`src/rtl/idfs_pkg.sv`:
```
package idfs_pkg;
  localparam int unsigned DEF_ROWS = 10;
  localparam int unsigned DEF_COLS = 4;
  localparam int unsigned DEF_HDR  = 9;

  // total bits: header, rows of data plus parity, column parity group, stop bit
  function automatic int unsigned frame_len(int unsigned rows, int unsigned cols,
                                            int unsigned hdr);
    return hdr + rows * (cols + 1) + cols + 1;
  endfunction
endpackage

```
`src/rtl/idfs_bit_counter.sv`:
```
module idfs_bit_counter #(
  parameter int unsigned LEN   = 64,
  parameter int unsigned IDX_W = $clog2(LEN)
) (
  input  logic             clk_i,
  input  logic             rst_ni,
  input  logic             adv_i,
  output logic [IDX_W-1:0] idx_o
);
  localparam logic [IDX_W-1:0] LAST = IDX_W'(LEN - 1);

  logic [IDX_W-1:0] idx_q;

  always_ff @(posedge clk_i or negedge rst_ni) begin
    if (!rst_ni)    idx_q <= '0;
    else if (adv_i) idx_q <= (idx_q == LAST) ? '0 : idx_q + 1'b1;
  end

  assign idx_o = idx_q;

  assert_idx_hold_R2: assert property (@(posedge clk_i) disable iff (!rst_ni)
    !adv_i |=> $stable(idx_q));
  assert_idx_step_R2: assert property (@(posedge clk_i) disable iff (!rst_ni)
    (adv_i && idx_q != LAST) |=> idx_q == $past(idx_q) + 1'b1);
  assert_idx_wrap_R3: assert property (@(posedge clk_i) disable iff (!rst_ni)
    (adv_i && idx_q == LAST) |=> idx_q == '0);
endmodule

```
`src/rtl/idfs_id_capture.sv`:
```
module idfs_id_capture #(
  parameter int unsigned ID_W    = 40,
  parameter int unsigned HDR_LEN = 9,
  parameter int unsigned IDX_W   = 6
) (
  input  logic             clk_i,
  input  logic             rst_ni,
  input  logic [IDX_W-1:0] idx_i,
  input  logic [ID_W-1:0]  id_i,
  output logic [ID_W-1:0]  id_o
);
  localparam logic [IDX_W-1:0] FIRST_DATA = IDX_W'(HDR_LEN);

  logic [ID_W-1:0] snap_q;
  logic            open;

  // identifier is only sampled while header bits, which do not use it, are out
  assign open = idx_i < FIRST_DATA;

  always_ff @(posedge clk_i or negedge rst_ni) begin
    if (!rst_ni)   snap_q <= '0;
    else if (open) snap_q <= id_i;
  end

  assign id_o = snap_q;

  assert_snap_frozen_R10: assert property (@(posedge clk_i) disable iff (!rst_ni)
    (idx_i >= FIRST_DATA) |=> $stable(snap_q));
endmodule

```
`src/rtl/idfs_frame_builder.sv`:
```
module idfs_frame_builder #(
  parameter int unsigned ROWS    = 10,
  parameter int unsigned COLS    = 4,
  parameter int unsigned HDR_LEN = 9,
  parameter int unsigned ID_W    = ROWS * COLS,
  parameter int unsigned LEN     = idfs_pkg::frame_len(ROWS, COLS, HDR_LEN)
) (
  input  logic [ID_W-1:0] id_i,
  output logic [LEN-1:0]  frame_o
);
  localparam int unsigned ROW_W   = COLS + 1;
  localparam int unsigned COL_POS = HDR_LEN + ROWS * ROW_W;

  assign frame_o[HDR_LEN-1:0] = '1;
  assign frame_o[LEN-1]       = 1'b0;

  for (genvar r = 0; r < ROWS; r++) begin : g_row
    localparam int unsigned BASE = HDR_LEN + r * ROW_W;
    logic [COLS-1:0] row_bits;
    for (genvar c = 0; c < COLS; c++) begin : g_cell
      assign row_bits[c]       = id_i[ID_W-1-r*COLS-c];
      assign frame_o[BASE + c] = row_bits[c];
    end
    assign frame_o[BASE + COLS] = ^row_bits;
  end

  for (genvar c = 0; c < COLS; c++) begin : g_col
    logic [ROWS-1:0] col_bits;
    for (genvar r = 0; r < ROWS; r++) begin : g_cell
      assign col_bits[r] = id_i[ID_W-1-r*COLS-c];
    end
    assign frame_o[COL_POS + c] = ^col_bits;
  end
endmodule

```
`src/rtl/id_frame_serializer.sv`:
```
module id_frame_serializer #(
  parameter int unsigned ROWS    = idfs_pkg::DEF_ROWS,
  parameter int unsigned COLS    = idfs_pkg::DEF_COLS,
  parameter int unsigned HDR_LEN = idfs_pkg::DEF_HDR,
  parameter int unsigned ID_W    = ROWS * COLS,
  parameter int unsigned LEN     = idfs_pkg::frame_len(ROWS, COLS, HDR_LEN),
  parameter int unsigned IDX_W   = $clog2(LEN)
) (
  input  logic             clk_i,
  input  logic             rst_ni,
  input  logic [ID_W-1:0]  id_i,
  input  logic             bit_adv_i,
  output logic             bit_o,
  output logic             frame_start_o,
  output logic [IDX_W-1:0] bit_idx_o
);
  logic [IDX_W-1:0] idx;
  logic [ID_W-1:0]  id_snap;
  logic [LEN-1:0]   frame;

  idfs_bit_counter #(.LEN(LEN), .IDX_W(IDX_W)) u_cnt (
    .clk_i (clk_i),
    .rst_ni(rst_ni),
    .adv_i (bit_adv_i),
    .idx_o (idx)
  );

  idfs_id_capture #(.ID_W(ID_W), .HDR_LEN(HDR_LEN), .IDX_W(IDX_W)) u_cap (
    .clk_i (clk_i),
    .rst_ni(rst_ni),
    .idx_i (idx),
    .id_i  (id_i),
    .id_o  (id_snap)
  );

  idfs_frame_builder #(
    .ROWS(ROWS), .COLS(COLS), .HDR_LEN(HDR_LEN), .ID_W(ID_W), .LEN(LEN)
  ) u_bld (
    .id_i   (id_snap),
    .frame_o(frame)
  );

  assign bit_o         = frame[idx];
  assign frame_start_o = (idx == '0);
  assign bit_idx_o     = idx;

  assert_header_ones_R4: assert property (@(posedge clk_i) disable iff (!rst_ni)
    (bit_idx_o < IDX_W'(HDR_LEN)) |-> bit_o);
  assert_stop_zero_R8: assert property (@(posedge clk_i) disable iff (!rst_ni)
    (bit_idx_o == IDX_W'(LEN - 1)) |-> !bit_o);
  assert_start_after_wrap_R9: assert property (@(posedge clk_i) disable iff (!rst_ni)
    (bit_adv_i && bit_idx_o == IDX_W'(LEN - 1)) |=> frame_start_o);
endmodule

```
`config.mk`:
```
export PLATFORM = sky130hd
export DESIGN_NAME = id_frame_serializer
export DESIGN_NICKNAME = d
export VERILOG_FILES = /design/src/rtl/idfs_pkg.sv /design/src/rtl/idfs_bit_counter.sv /design/src/rtl/idfs_id_capture.sv /design/src/rtl/idfs_frame_builder.sv /design/src/rtl/id_frame_serializer.sv
export SDC_FILE = /design/constraint.sdc
export NUM_CORES = 1
export LEC_CHECK = 0
export BUFFER_PORTS_ARGS = -buffer_cell sky130_fd_sc_hd__buf_2
export CAP_MARGIN = 20
export CORE_ASPECT_RATIO = 0.5
export CORE_MARGIN = 2
export CORE_UTILIZATION = 56
export DETAILED_ROUTE_END_ITERATION = 12
export PLACE_DENSITY = 0.77
export SYNTH_ARGS = -nofsm -noshare
export SYNTH_HDL_FRONTEND = slang
export SYNTH_SLANG_ARGS = --single-unit
```
`constraint.sdc`:
```
create_clock -name clk_i -period 2.7 [get_ports clk_i]
set_clock_uncertainty 0.1 [all_clocks]
set_input_delay 0.27 -clock clk_i [delete_from_list [all_inputs] [get_ports clk_i]]
set_output_delay 0.27 -clock clk_i [all_outputs]
set_load 0.02 [all_outputs]
```
Yosys cells after proc, flatten, opt, wreduce, memory -nomap -nowiden

Cells that the tools add are included.

$add $sub $neg: 1
Magnitude comparators: 2
Equal/unequal tests: 1
Mux-type cells: 3
Reduce and logical (&&, ||, !) cells: 15

Operators by type and width:

| cell                                                | count |
|---|---|
| parity 10 bit                                       | 4 |
| parity 4 bit                                        | 10 |
| < comparator 6 x 7 -> 1 bit (second input constant) | 1 |
| adder 6 x 1 -> 6 bit (second input constant)        | 1 |
| binary-select mux 1 bit (select 6 bit)              | 1 |
| == test 6 bit (second input constant)               | 1 |
| logical NOT 6 bit                                   | 1 |
| < comparator 6 x 4 -> 1 bit (second input constant) | 1 |
| two-way mux 6 bit                                   | 1 |
| two-way mux 1 bit                                   | 1 |

Register bits: 46
Output and inout port bits: 8
Logic and storage cells: 24

Longest topological paths before layout

Gate-level depths: netlist of run 1.

Depth after elaboration: 3
Mapped depth: 9
Mapped depth without buffers: 7

Cells and area by module

From an unflattened synthesis of run 1, not the netlist that was laid out.

Cell total of the unflattened synthesis: 266
Area total of the unflattened synthesis: 3,434.5 um^2

By module, submodules not included:

| module              | instances | cells each | area an instance (um^2) |
|---|---|---|---|
| idfs_id_capture     | 1         | 86         | 1,521.5 |
| idfs_frame_builder  | 1         | 114        | 1,011.0 |
| id_frame_serializer | 1         | 41         | 623.1 |
| idfs_bit_counter    | 1         | 25         | 279.0 |

Least setup slack after synthesis of run 1

OpenSTA, ideal clock, no wires.

Path type: register -> output
Start point: register u_cap.snap_q[21], in the netlist u_cap.id_o[21]
End point: output port bit_o
Arrival: 2.079 ns
Required time: 2.330 ns
Path slack: 0.251 ns
Cell stages (with the launch flop): 8
Cell sequence: dfrtp_1 -> xnor2_1 -> xnor3_1 -> xnor2_1 -> nor2_1 -> o32a_1 -> o2111a_1 -> a311oi_2

Word-level cells in the longest chain between the ends: 3
Elaborated cells between the ends (all ways): 4
Those cells by class: 2 x mux; 2 x reduce/logical

Ends and longest elaborated chain:

| item                                                 | line                                               | RTL |
|---|---|---|
| start, declared                                      | idfs_id_capture.sv:14                              | `logic [ID_W-1:0] snap_q;` |
| start signal, assigned                               | idfs_id_capture.sv:22                              | `else if (open) snap_q <= id_i;` |
| parity 10 bit / parity 4 bit (equally long branches) | idfs_frame_builder.sv:32, idfs_frame_builder.sv:24 |  |
| binary-select mux 1 bit (select 6 bit) *             | id_frame_serializer.sv:43                          | `assign bit_o = frame[idx];` |
| two-way mux 1 bit (implied by the code) *            | id_frame_serializer.sv:43                          |  |
| end, declared                                        | id_frame_serializer.sv:13                          | `output logic bit_o,` |

Every way passes the cells marked *; elsewhere a longest branch is shown, timed or not. The select of a mux whose other input is x is not followed.

Final worst setup path of run 1

Same ends and word-level chain as after synthesis.

==> results of run 1 <==
power by group:
group / total, mW / switching, mW / internal (mW)
clock network: 0.450 / 0.243 / 0.207
registers: 1.58 / 0.540 / 1.04
logic: 3.42 / 1.47 / 1.95
total: 5.45 / 2.25 / 3.20
layout make-up:
class,instances,area share
multi-input cells,197,0.4930
inverters,5,0.005417
clock inverters,1,0.001445
repair buffers,67,0.1177
clock buffers,7,0.02492
flip-flops and latches,46,0.3322
well taps,70,0.02528
synth_stat cells, types with 2 or more instances:
master	count	area [µm²]
a21oi_1	7	35.03
a31oi_1	4	25.02
buf_2	2	10.01
buf_6	2	22.52
buf_8	2	30.03
clkbuf_1	6	22.52
dfrtp_1	46	1151
ha_1	3	37.54
inv_1	2	7.510
inv_2	3	11.26
mux2_1	7	78.83
mux2_2	34	382.9
mux2i_1	11	110.1
mux4_2	3	67.56
nand2_1	20	75.07
nand3_1	5	25.02
nand4_1	4	25.02
nor2_1	6	22.52
nor3_1	3	15.01
o21ai_0	8	40.04
o221ai_1	2	17.52
o31ai_1	3	22.52
or3_1	2	12.51
xnor2_1	52	455.4
xnor3_1	3	67.56
xor2_1	3	26.28
metrics by stage:
step	instance area, µm²	util	cells
after detailed placement	3311	0.6592	379
after global placement	3311	0.6592	379
after floorplan	2984	-	263
after CTS	3435	0.6839	391
after global routing	3465	0.6898	393
final	3465	0.6898	393
kinds of logic after synthesis:
logic type | count (synthesis) | share of synthesized area
xor+xnor | 59 | 0.1895
mux | 55 | 0.2143
flops | 46 | 0.3857
compound gates | 40 | 0.09560
simple gates | 40 | 0.05869
buf+inv | 20 | 0.04360
fa+ha+maj | 3 | 0.01258
final timing paths:
| path | depth (start not counted) | startpoint | slack [ns] | to |
|---|---|---|---|---|
| max reg2reg | 6 | u_cnt.idx_o[1] | 0.61 | u_cap.id_o[19] |
| max | 8 | u_cap.id_o[21] | -0.15 | bit_o |
| min | 3 | id_i[28] | 0.06 | u_cap.id_o[28] |
| min reg2reg | 1 | u_cap.id_o[16] | 0.49 | u_cap.id_o[16] |
| min in group asynchronous | 2 | rst_ni | 0.29 | u_cap.id_o[38] |
| max in group asynchronous | 3 | rst_ni | 1.71 | u_cap.id_o[24] |
what timing repair did:
action,4_1_cts,5_1_grt
hold endpoints to repair,0,14
buffers inserted,4,0
endpoints found under the setup margin,1,1
hold buffers,0,1
pin swaps,0,0
gates resized for setup,1,0
layer usage:
metal | routed length, µm | share of wire | vias up
met4 | 107 | 0.016 | 0
met1 | 3097 | 0.47 | 1064
met2 | 2881 | 0.44 | 75
met5 | 0 | 0 | -
li1 | - | - | 1064
met3 | 459 | 0.070 | 12
layout by cell type, fill, tap and decap left out, types with 2 or more instances in the layout:
cell type	n
a21oi_1	7
a31oi_1	4
buf_12	2
buf_2	49
buf_4	15
clkbuf_8	6
dfrtp_1	46
ha_1	3
inv_1	2
inv_2	3
mux2_1	7
mux2_2	34
mux2i_1	11
mux4_2	3
nand2_1	20
nand3_1	5
nand4_1	4
nor2_1	6
nor3_1	2
o21ai_0	8
o221ai_1	2
o31ai_1	3
or3_1	2
xnor2_1	52
xnor3_1	3
xor2_1	3
tightest hold or removal path, cell delays in order:
cell	delay (ns)
buf_2	0.07
nand2_1	0.03
o21ai_0	0.06
state kept, by name, summed over array words and instances, names as in the netlist:
name / flops
u_cnt.idx_o: 6
u_cap.id_o: 40
==> key figures, run 1 <==
GRT
  • Global-route wire length before repair: 10940 µm
  • Vias in the first global route: 2139
  • Met1 GRT Util: 0.3528
  • Met2 GRT Util: 0.3517
  • Pin count of the biggest net entering global routing: 47
  • GRT busiest layer: met1
  • Met3 Use GR: 0.05152
  • Initial antenna violation count: 0
  • Total GRT Usage: 0.2398
  • Grt ovf: 0

Worst setup path
  • Crit Path Category: reg -> out
  • Critical Path Source Type: flip-flop
  • Cell family with most CP delay: XOR/XNOR gates
  • Req. time, crit path: 2.33 ns
  • Worst path max stage delay: 0.42 ns
  • Arr. time, crit path: 2.48 ns
  • CP most frequent cell: xnor2_1
  • Setup crit end kind: output port
  • Worst-path cell chain: xnor2_1 -> xnor3_1 -> xnor2_1 -> nor2_1 -> o32a_1 -> o2111a_1 -> a311oi_2 -> buf_4
  • CP max-delay cell: xnor3_1
  • Worst-path fanout max: 2
  • WP buf/inv: 1

Placement
  • Dpl ws: 0.1592 ns
  • DP Wirelength: 4740 µm
  • Port Buffers: 50
  • RD Place Congestion: 0.8817

Clock tree
  • Clock sink count: 46
  • Clk buf depth: 2
  • CTS buffer count: 5
  • Clock transition at path regs: 0.09 ns
  • CTS root buffer: clkbuf_8
  • Skew-Pair Late Insertion Delay: 0.31 ns
  • TritonCTS clock tree: done
  • Htree depth: 2

Synth
  • Yosys reg bits: 46
  • Register area share after synthesis: 0.3857
  • Post-Syn Area per Cell: 11.35 µm²
  • Library cells used by synthesis: 46
  • Area of the mapped netlist: 2984 µm²
  • Top FF cell, synth: dfrtp_1
  • Ys async rst share: 1.000
  • Yosys warnings: 0
  • Post-synth EDFFs: 0
  • Post-synthesis cell count: 263
  • Synth Net Count: 309

Pwr
  • Leakage Power: 1.469 nW
  • Overall power: 5.448 mW
  • Pwr dens: 1572 nW/µm²
  • Worst IR Drop VDD: 0.5997 mV

Timing
  • Minimum clock period: 2.851 ns
  • Final worst path period share: 1.056
  • Slew Limit Headroom: 0.6833
  • Max Clk Rate: 350.7 MHz
  • Setup repair after global routing missed its margin: yes
  • Fin Setup TNS: -0.1511 ns
  • Worst-Margin Slew: 0.4691 ns
  • Hold Slack: 0.06368 ns
  • Final WS setup: -0.1511 ns
  • Slew Viols, Final: 0
  • Final Hold Fails: 0
  • # setup viols final: 1

Layout
  • Multi-input logic area: 1708 µm²
  • N_diodes: 0
  • Nets@finish: 368
  • Layout cells sized above 1: 0.3622
  • Layout Area Growth over Synthesis: 16.10%
  • Layout fillers: 388
  • FF+latch area: 1151 µm²

Route
  • Drt first pass iters: 4
  • Vias post-DR: 2215
  • Post-route ant nets: 0
  • WL final: 6545 µm
  • Drt first-iter violations: 113
  • WL/cell: 16.65 µm
  • # DRC: 0
  • Via density: 5.636

Die
  • Overall die area: 5964 µm²
  • Die height: 55.62 µm
  • Core area: 5022 µm²
  • Num ports: 51
  • Die Wd: 107.2 µm
  • Cell Rows: 18
  • Initial Util: 0.5942

Status
  • Status: finished with violations
  • Failing checks: setup timing

Worst hold path
  • HP Class: in -> reg

Flow run
  • MaxCap Viol Count: 0
Power figures use the tool's default switching activity.
==> inputs of run 2 (changes only) <==
- BUFFER_PORTS_ARGS: -buffer_cell sky130_fd_sc_hd__buf_2 -> unset
- CORE_UTILIZATION: 56 -> 62
- DONT_BUFFER_PORTS: unset -> 1
- PLACE_DENSITY: 0.77 -> 0.75
==> run 2 against run 1 <==
  * The flow still finishes with violations (setup timing)
  * Largest power group unchanged
  * Critical endpoint unchanged
  * Critical path depth did not move
  * Global-route usage increased by 2.3 points
  * Worst setup slack improved by 0.021 ns
  * Largest cell class unchanged
  * Sequential share of layout area is 1.1 points higher
  * Register-to-register slack lost 0.28 ns
==> key figures, run 2 (same netlist as run 1, synthesis figures left out) <==
Clock tree
  • Clk buf depth: 2 (unchanged)
  • Clock sink count: 46 (unchanged)
  • CTS root buffer: clkbuf_8 (unchanged)
  • Skew-Pair Late Insertion Delay: 0.30 ns (was 0.31 ns)
  • Htree depth: 2 (unchanged)
  • CTS buffer count: 5 (unchanged)
  • Clock transition at path regs: 0.08 ns (was 0.09 ns)
  • TritonCTS clock tree: done (unchanged)

Pwr
  • Leakage Power: 1.344 nW (was 1.469 nW)
  • Overall power: 5.582 mW (was 5.448 mW)
  • Pwr dens: 1662 nW/µm² (was 1572 nW/µm²)
  • Worst IR Drop VDD: 0.7131 mV (was 0.5997 mV)

Route
  • WL final: 6526 µm (was 6545 µm)
  • Drt first pass iters: 4 (unchanged)
  • Post-route ant nets: 0 (unchanged)
  • Vias post-DR: 2091 (was 2215)
  • Drt first-iter violations: 138 (was 113)
  • # DRC: 0 (unchanged)
  • WL/cell: 18.59 µm (was 16.65 µm)
  • Via density: 5.957 (was 5.636)

Placement
  • DP Wirelength: 4626 µm (was 4740 µm)
  • RD Place Congestion: 0.8887 (was 0.8817)
  • Placed inst area: 3085 µm² (was 3311 µm²)
  • Port Buffers: 0 (was 50)
  • Cell Count Post-Placement: 329 (was 379)
  • Dpl ws: 0.1730 ns (was 0.1592 ns)

GRT
  • Grt ovf: 0 (unchanged)
  • Vias in the first global route: 2047 (was 2139)
  • Global-route wire length before repair: 10410 µm (was 10940 µm)
  • Pin count of the biggest net entering global routing: 47 (unchanged)
  • Total GRT Usage: 0.2627 (was 0.2398)
  • Initial antenna violation count: 0 (unchanged)

Timing
  • Slew Viols, Final: 0 (unchanged)
  • Worst-Margin Slew: 0.5700 ns (was 0.4691 ns)
  • Fin Setup TNS: -0.1304 ns (was -0.1511 ns)
  • Max Clk Rate: 353.3 MHz (was 350.7 MHz)
  • Minimum clock period: 2.830 ns (was 2.851 ns)
  • Hold Slack: 0.001515 ns (was 0.06368 ns)
  • Final worst path period share: 1.048 (was 1.056)
  • Slew Limit Headroom: 0.6200 (was 0.6833)
  • Setup repair after global routing missed its margin: yes (unchanged)
  • Final WS setup: -0.1304 ns (was -0.1511 ns)
  • # setup viols final: 1 (unchanged)
  • Final Hold Fails: 0 (unchanged)

Worst setup path
  • Setup crit end kind: output port (unchanged)
  • Worst-path cell chain: xnor2_2 -> xnor3_1 -> xnor2_1 -> nor2_1 -> o32a_1 -> o2111a_1 -> a311oi_2 -> buf_4 (was xnor2_1 -> xnor3_1 -> xnor2_1 -> nor2_1 -> o32a_1 -> o2111a_1 -> a311oi_2 -> buf_4)
  • Critical Path Start: u_cap.id_o[5] (was u_cap.id_o[21])
  • WP depth: 8 (unchanged)
  • FF-to-FF path depth: 7 (was 6)
  • Worst path max stage delay: 0.45 ns (was 0.42 ns)
  • Cell family with most CP delay: compound AO/OA/AOI/OAI gates (was XOR/XNOR gates)
  • CP max-delay cell: dfrtp_1 (was xnor3_1)
  • Req. time, crit path: 2.33 ns (about the same)
  • Crit Path Category: reg -> out (unchanged)
  • WP buf/inv: 1 (unchanged)
  • Worst R2R Start: u_cnt.idx_o[1] (unchanged)
  • Critical Path Source Type: flip-flop (unchanged)
  • Worst-path fanout max: 4 (was 2)
  • Reg2reg setup slack: 0.33 ns (was 0.61 ns)
  • Arr. time, crit path: 2.46 ns (was 2.48 ns)

Status
  • Status: finished with violations (unchanged)
  • Failing checks: setup timing (unchanged)

Die
  • Die height: 53.06 µm (was 55.62 µm)
  • Initial Util: 0.6618 (was 0.5942)
  • Die Wd: 102.1 µm (was 107.2 µm)
  • Cell Rows: 17 (was 18)
  • Overall die area: 5418 µm² (was 5964 µm²)
  • Core area: 4509 µm² (was 5022 µm²)
  • Num ports: 51 (unchanged)

Layout
  • Layout fillers: 342 (was 388)
  • Post-Layout Cell Count: 351 (was 393)
  • Final Util: 0.7447 (was 0.6898)
  • Nets@finish: 331 (was 368)
  • Number of flip-flops in the largest register: 40 (unchanged)
  • N_diodes: 0 (unchanged)
  • Most frequent cells in the layout: 51 x xnor2_1, 44 x dfrtp_1, 34 x mux2_2, 21 x buf_4, 20 x nand2_1 (was 52 x xnor2_1, 49 x buf_2, 46 x dfrtp_1, 34 x mux2_2, 20 x nand2_1)
  • Post-route cell area: 3358 µm² (was 3465 µm²)
  • Commonest non-fill, non-tap cell in the layout: xnor2_1 (unchanged)
  • Layout cells sized above 1: 0.2702 (was 0.3622)
  • Layout Area Growth over Synthesis: 12.54% (was 16.10%)

Worst hold path
  • Worst Min Path Start: id_i[32] (was id_i[28])
  • Hold depth: 1 (was 3)
  • HP Class: in -> reg (unchanged)

Flow run
  • MaxCap Viol Count: 0 (unchanged)
==> run 2: cell count changes in the layout (fill, tap and decap cells not counted), moves of 2 or more <==
cell / change
dfrtp_1: -2
dfrtp_2: +2
dlygate4sd3_1: +6
buf_2: -49
buf_4: +6
==> run 2: final cells by class <==
cell class | instances | area, µm² | share of cell area
repair buffers | 30 | 275.3 | 0.08197
clock inverters | 1 | 30.03 | 0.008942
clock buffers | 6 | 82.58 | 0.02459
flip-flops and latches | 46 | 1154 | 0.3435
multi-input cells | 197 | 1715 | 0.5108
inverters | 5 | 18.77 | 0.005589
well taps | 66 | 82.58 | 0.02459
==> run 2: power by group <==
| part | internal [mW] | total (mW) | leakage (nW) | switching, mW |
|---|---|---|---|---|
| Clock | 0.296 | 0.524 | 0.0573 | 0.228 |
| Sequential | 1.04 | 1.60 | 0.539 | 0.553 |
| Combinational | 1.97 | 3.46 | 0.747 | 1.50 |
| Total | 3.31 | 5.58 | 1.34 | 2.28 |
==> run 2: path summary, 6_finish.rpt <==
| check | endpoint |
|---|---|
| max | bit_o |
| min | u_cap.id_o[32] |
| max reg2reg | u_cap.id_o[10] |
| min reg2reg | u_cap.id_o[20] |
| max in group asynchronous | u_cap.id_o[32] |
| min in group asynchronous | u_cap.id_o[23] |
==> run 2: routing by layer <==
layer	up-vias	global-route usage	wire length (µm)
met3	7	0.06077	466
met4	0	0.07111	57
li1	985	-	-
met1	1023	0.3671	3074
met5	-	0	0
met2	76	0.4145	2927
==> run 2: timing repair <==
action / CTS / global route
resized for setup: 0 / 3
setup endpoints to repair: 1 / 1
pin swaps: 3 / 3
hold endpoints to repair: 51 / 2
hold buffers: 6 / 2
buffers inserted: 5 / 2
==> inputs of run 3 (changes only) <==
- HOLD_SLACK_MARGIN: unset -> 0.15
==> run 3 against run 2 <==
  * The flow still finishes with violations (setup timing)
  * Fmax increased by 0.59%
  * Sequential share of layout area down 3.3 points
  * Die area did not move
  * Flip-flop and latch count unchanged
  * Sequential power about the same
  * Largest power group unchanged
  * Worst setup slack better by 0.017 ns
  * Critical path type unchanged
  * Worst hold slack improved by 0.38 ns
  * First-iteration DRC count rose by 20%
  * Global-route usage rose by 1.2 points
  * Critical endpoint unchanged
  * Wire length grew 8.0%
  * Clock-buffer cell count did not move
  * Utilization rose by 7.9 points
  * Highest routed layer unchanged
==> key figures, run 3 (same netlist as run 1, synthesis figures left out) <==
Layout
  • Layout cells sized above 1: 0.2430 (was 0.2702)
  • Nets@finish: 367 (was 331)
  • Post-Layout Cell Count: 387 (was 351)
  • Post-route cell area: 3716 µm² (was 3358 µm²)
  • Final Util: 0.8241 (was 0.7447)
  • Number of flip-flops in the largest register: 40 (unchanged)
  • Most frequent cells in the layout: 51 x xnor2_1, 44 x dfrtp_1, 42 x dlygate4sd3_1, 34 x mux2_2, 22 x buf_4 (was 51 x xnor2_1, 44 x dfrtp_1, 34 x mux2_2, 21 x buf_4, 20 x nand2_1)
  • Layout Area Growth over Synthesis: 24.53% (was 12.54%)
  • Commonest non-fill, non-tap cell in the layout: xnor2_1 (unchanged)
  • N_diodes: 0 (unchanged)

Clock tree
  • CTS root buffer: clkbuf_8 (unchanged)
  • Clock sink count: 46 (unchanged)
  • CTS buffer count: 5 (unchanged)
  • Htree depth: 2 (unchanged)
  • TritonCTS clock tree: done (unchanged)
  • Clock transition at path regs: 0.09 ns (was 0.08 ns)
  • Skew-Pair Late Insertion Delay: 0.30 ns (about the same)
  • Clk buf depth: 2 (unchanged)

Placement
  • Placed inst area: 3085 µm² (unchanged)
  • RD Place Congestion: 0.8887 (unchanged)
  • Dpl ws: 0.1730 ns (unchanged)
  • Port Buffers: 0 (unchanged)
  • Cell Count Post-Placement: 329 (unchanged)
  • DP Wirelength: 4626 µm (unchanged)

Pwr
  • Leakage Power: 1.495 nW (was 1.344 nW)
  • Worst IR Drop VDD: 0.7349 mV (was 0.7131 mV)
  • Pwr dens: 1531 nW/µm² (was 1662 nW/µm²)
  • Overall power: 5.690 mW (was 5.582 mW)

Worst setup path
  • Crit Path Category: reg -> out (unchanged)
  • Worst R2R Start: u_cnt.idx_o[1] (unchanged)
  • Critical Path Start: u_cap.id_o[21] (was u_cap.id_o[5])
  • Worst-path cell chain: xnor2_1 -> xnor3_1 -> xnor2_1 -> nor2_1 -> o32a_1 -> o2111a_1 -> a311oi_2 -> buf_4 (was xnor2_2 -> xnor3_1 -> xnor2_1 -> nor2_1 -> o32a_1 -> o2111a_1 -> a311oi_2 -> buf_4)
  • CP max-delay cell: xnor3_1 (was dfrtp_1)
  • CP most frequent cell: xnor2_1
  • Worst path max stage delay: 0.42 ns (was 0.45 ns)
  • Critical Path Source Type: flip-flop (unchanged)
  • Worst-path fanout max: 2 (was 4)
  • Req. time, crit path: 2.33 ns (about the same)
  • Setup crit end kind: output port (unchanged)
  • Arr. time, crit path: 2.44 ns (was 2.46 ns)

Timing
  • Slew Limit Headroom: 0.6436 (was 0.6200)
  • Minimum clock period: 2.814 ns (was 2.830 ns)
  • Max Clk Rate: 355.4 MHz (was 353.3 MHz)
  • Worst-Margin Slew: 0.5347 ns (was 0.5700 ns)
  • Final worst path period share: 1.042 (was 1.048)
  • # setup viols final: 1 (unchanged)
  • Setup repair after global routing missed its margin: yes (unchanged)
  • Hold Slack: 0.3771 ns (was 0.001515 ns)
  • Slew Viols, Final: 0 (unchanged)
  • Final Hold Fails: 0 (unchanged)
  • Fin Setup TNS: -0.1138 ns (was -0.1304 ns)
  • Final WS setup: -0.1138 ns (was -0.1304 ns)

Route
  • WL/cell: 18.21 µm (was 18.59 µm)
  • WL final: 7049 µm (was 6526 µm)
  • Via density: 5.824 (was 5.957)
  • Drt first-iter violations: 166 (was 138)
  • Drt first pass iters: 4 (unchanged)
  • Post-route ant nets: 0 (unchanged)
  • # DRC: 0 (unchanged)
  • Vias post-DR: 2254 (was 2091)

GRT
  • Grt ovf: 0 (unchanged)
  • Pin count of the biggest net entering global routing: 47 (unchanged)
  • Total GRT Usage: 0.2750 (was 0.2627)
  • Initial antenna violation count: 0 (unchanged)
  • Vias in the first global route: 2190 (was 2047)
  • Global-route wire length before repair: 10970 µm (was 10410 µm)

Flow run
  • MaxCap Viol Count: 0 (unchanged)

Worst hold path
  • HP Class: in -> async (was in -> reg)

Die
  • Core area: 4509 µm² (unchanged)
  • Die height: 53.06 µm (unchanged)
  • Cell Rows: 17 (unchanged)
  • Overall die area: 5418 µm² (unchanged)
  • Initial Util: 0.6618 (unchanged)
  • Die Wd: 102.1 µm (unchanged)
  • Num ports: 51 (unchanged)

Status
  • Failing checks: setup timing (unchanged)
  • Status: finished with violations (unchanged)
-- run 3: worst max-delay path, delay by kind of cell, from the launching register on --
| family | cells | cell delay [ns] |
|---|---|---|
| AOI/OAI and AO/OA | 3 | 0.76 |
| xor gates and xnor gates | 3 | 0.74 |
| buffers and inverters | 1 | 0.18 |
| DFF | 1 | 0.41 |
| and+or+nand+nor | 1 | 0.05 |
-- run 3: repair_timing --
action	4_1_cts	5_1_grt
pin swaps	3	3
setup buffers	5	3
gates cloned	0	0
hold buffers	43	0
endpoints found under the setup margin	1	1
hold endpoints to repair	92	0
gates resized for setup	0	3
-- run 3: final cells by class --
class	instances	area, µm²
Timing Repair Buffer	66	633.1
Clock buffer	6	82.58
Sequential cell	46	1154
Clock inverter	1	30.03
Fill cell	284	793.3
Tap cell	66	82.58
Multi-Input combinational cell	197	1715
Inverter	5	18.77
-- run 3: worst paths after layout --
kind	endpoint	slack, ns	cells past startpoint
setup / recovery	bit_o	-0.11	8
hold / removal	u_cap.id_o[4]	0.38	2
setup reg to reg	u_cap.id_o[0]	0.34	7
hold reg to reg	u_cap.id_o[20]	0.47	1
max in group asynchronous	u_cap.id_o[14]	1.90	2
min in group clk_i	u_cap.id_o[20]	0.47	1
-- run 3: where the power goes --
group	switching (mW)	internal [mW]	total, mW	leakage [nW]
clock	0.233	0.296	0.529	0.0573
combinational	1.54	2.01	3.55	0.898
sequential	0.565	1.04	1.61	0.539
-- run 3: routing by layer --
layer / track usage / share of wire / vias to the layer above
met2: 0.4463 / 0.47 / 91
met5: 0 / 0 / -
met3: 0.05548 / 0.059 / 8
met1: 0.3794 / 0.46 / 1099
li1: - / - / 1056
met4: 0.07556 / 0.0085 / 0
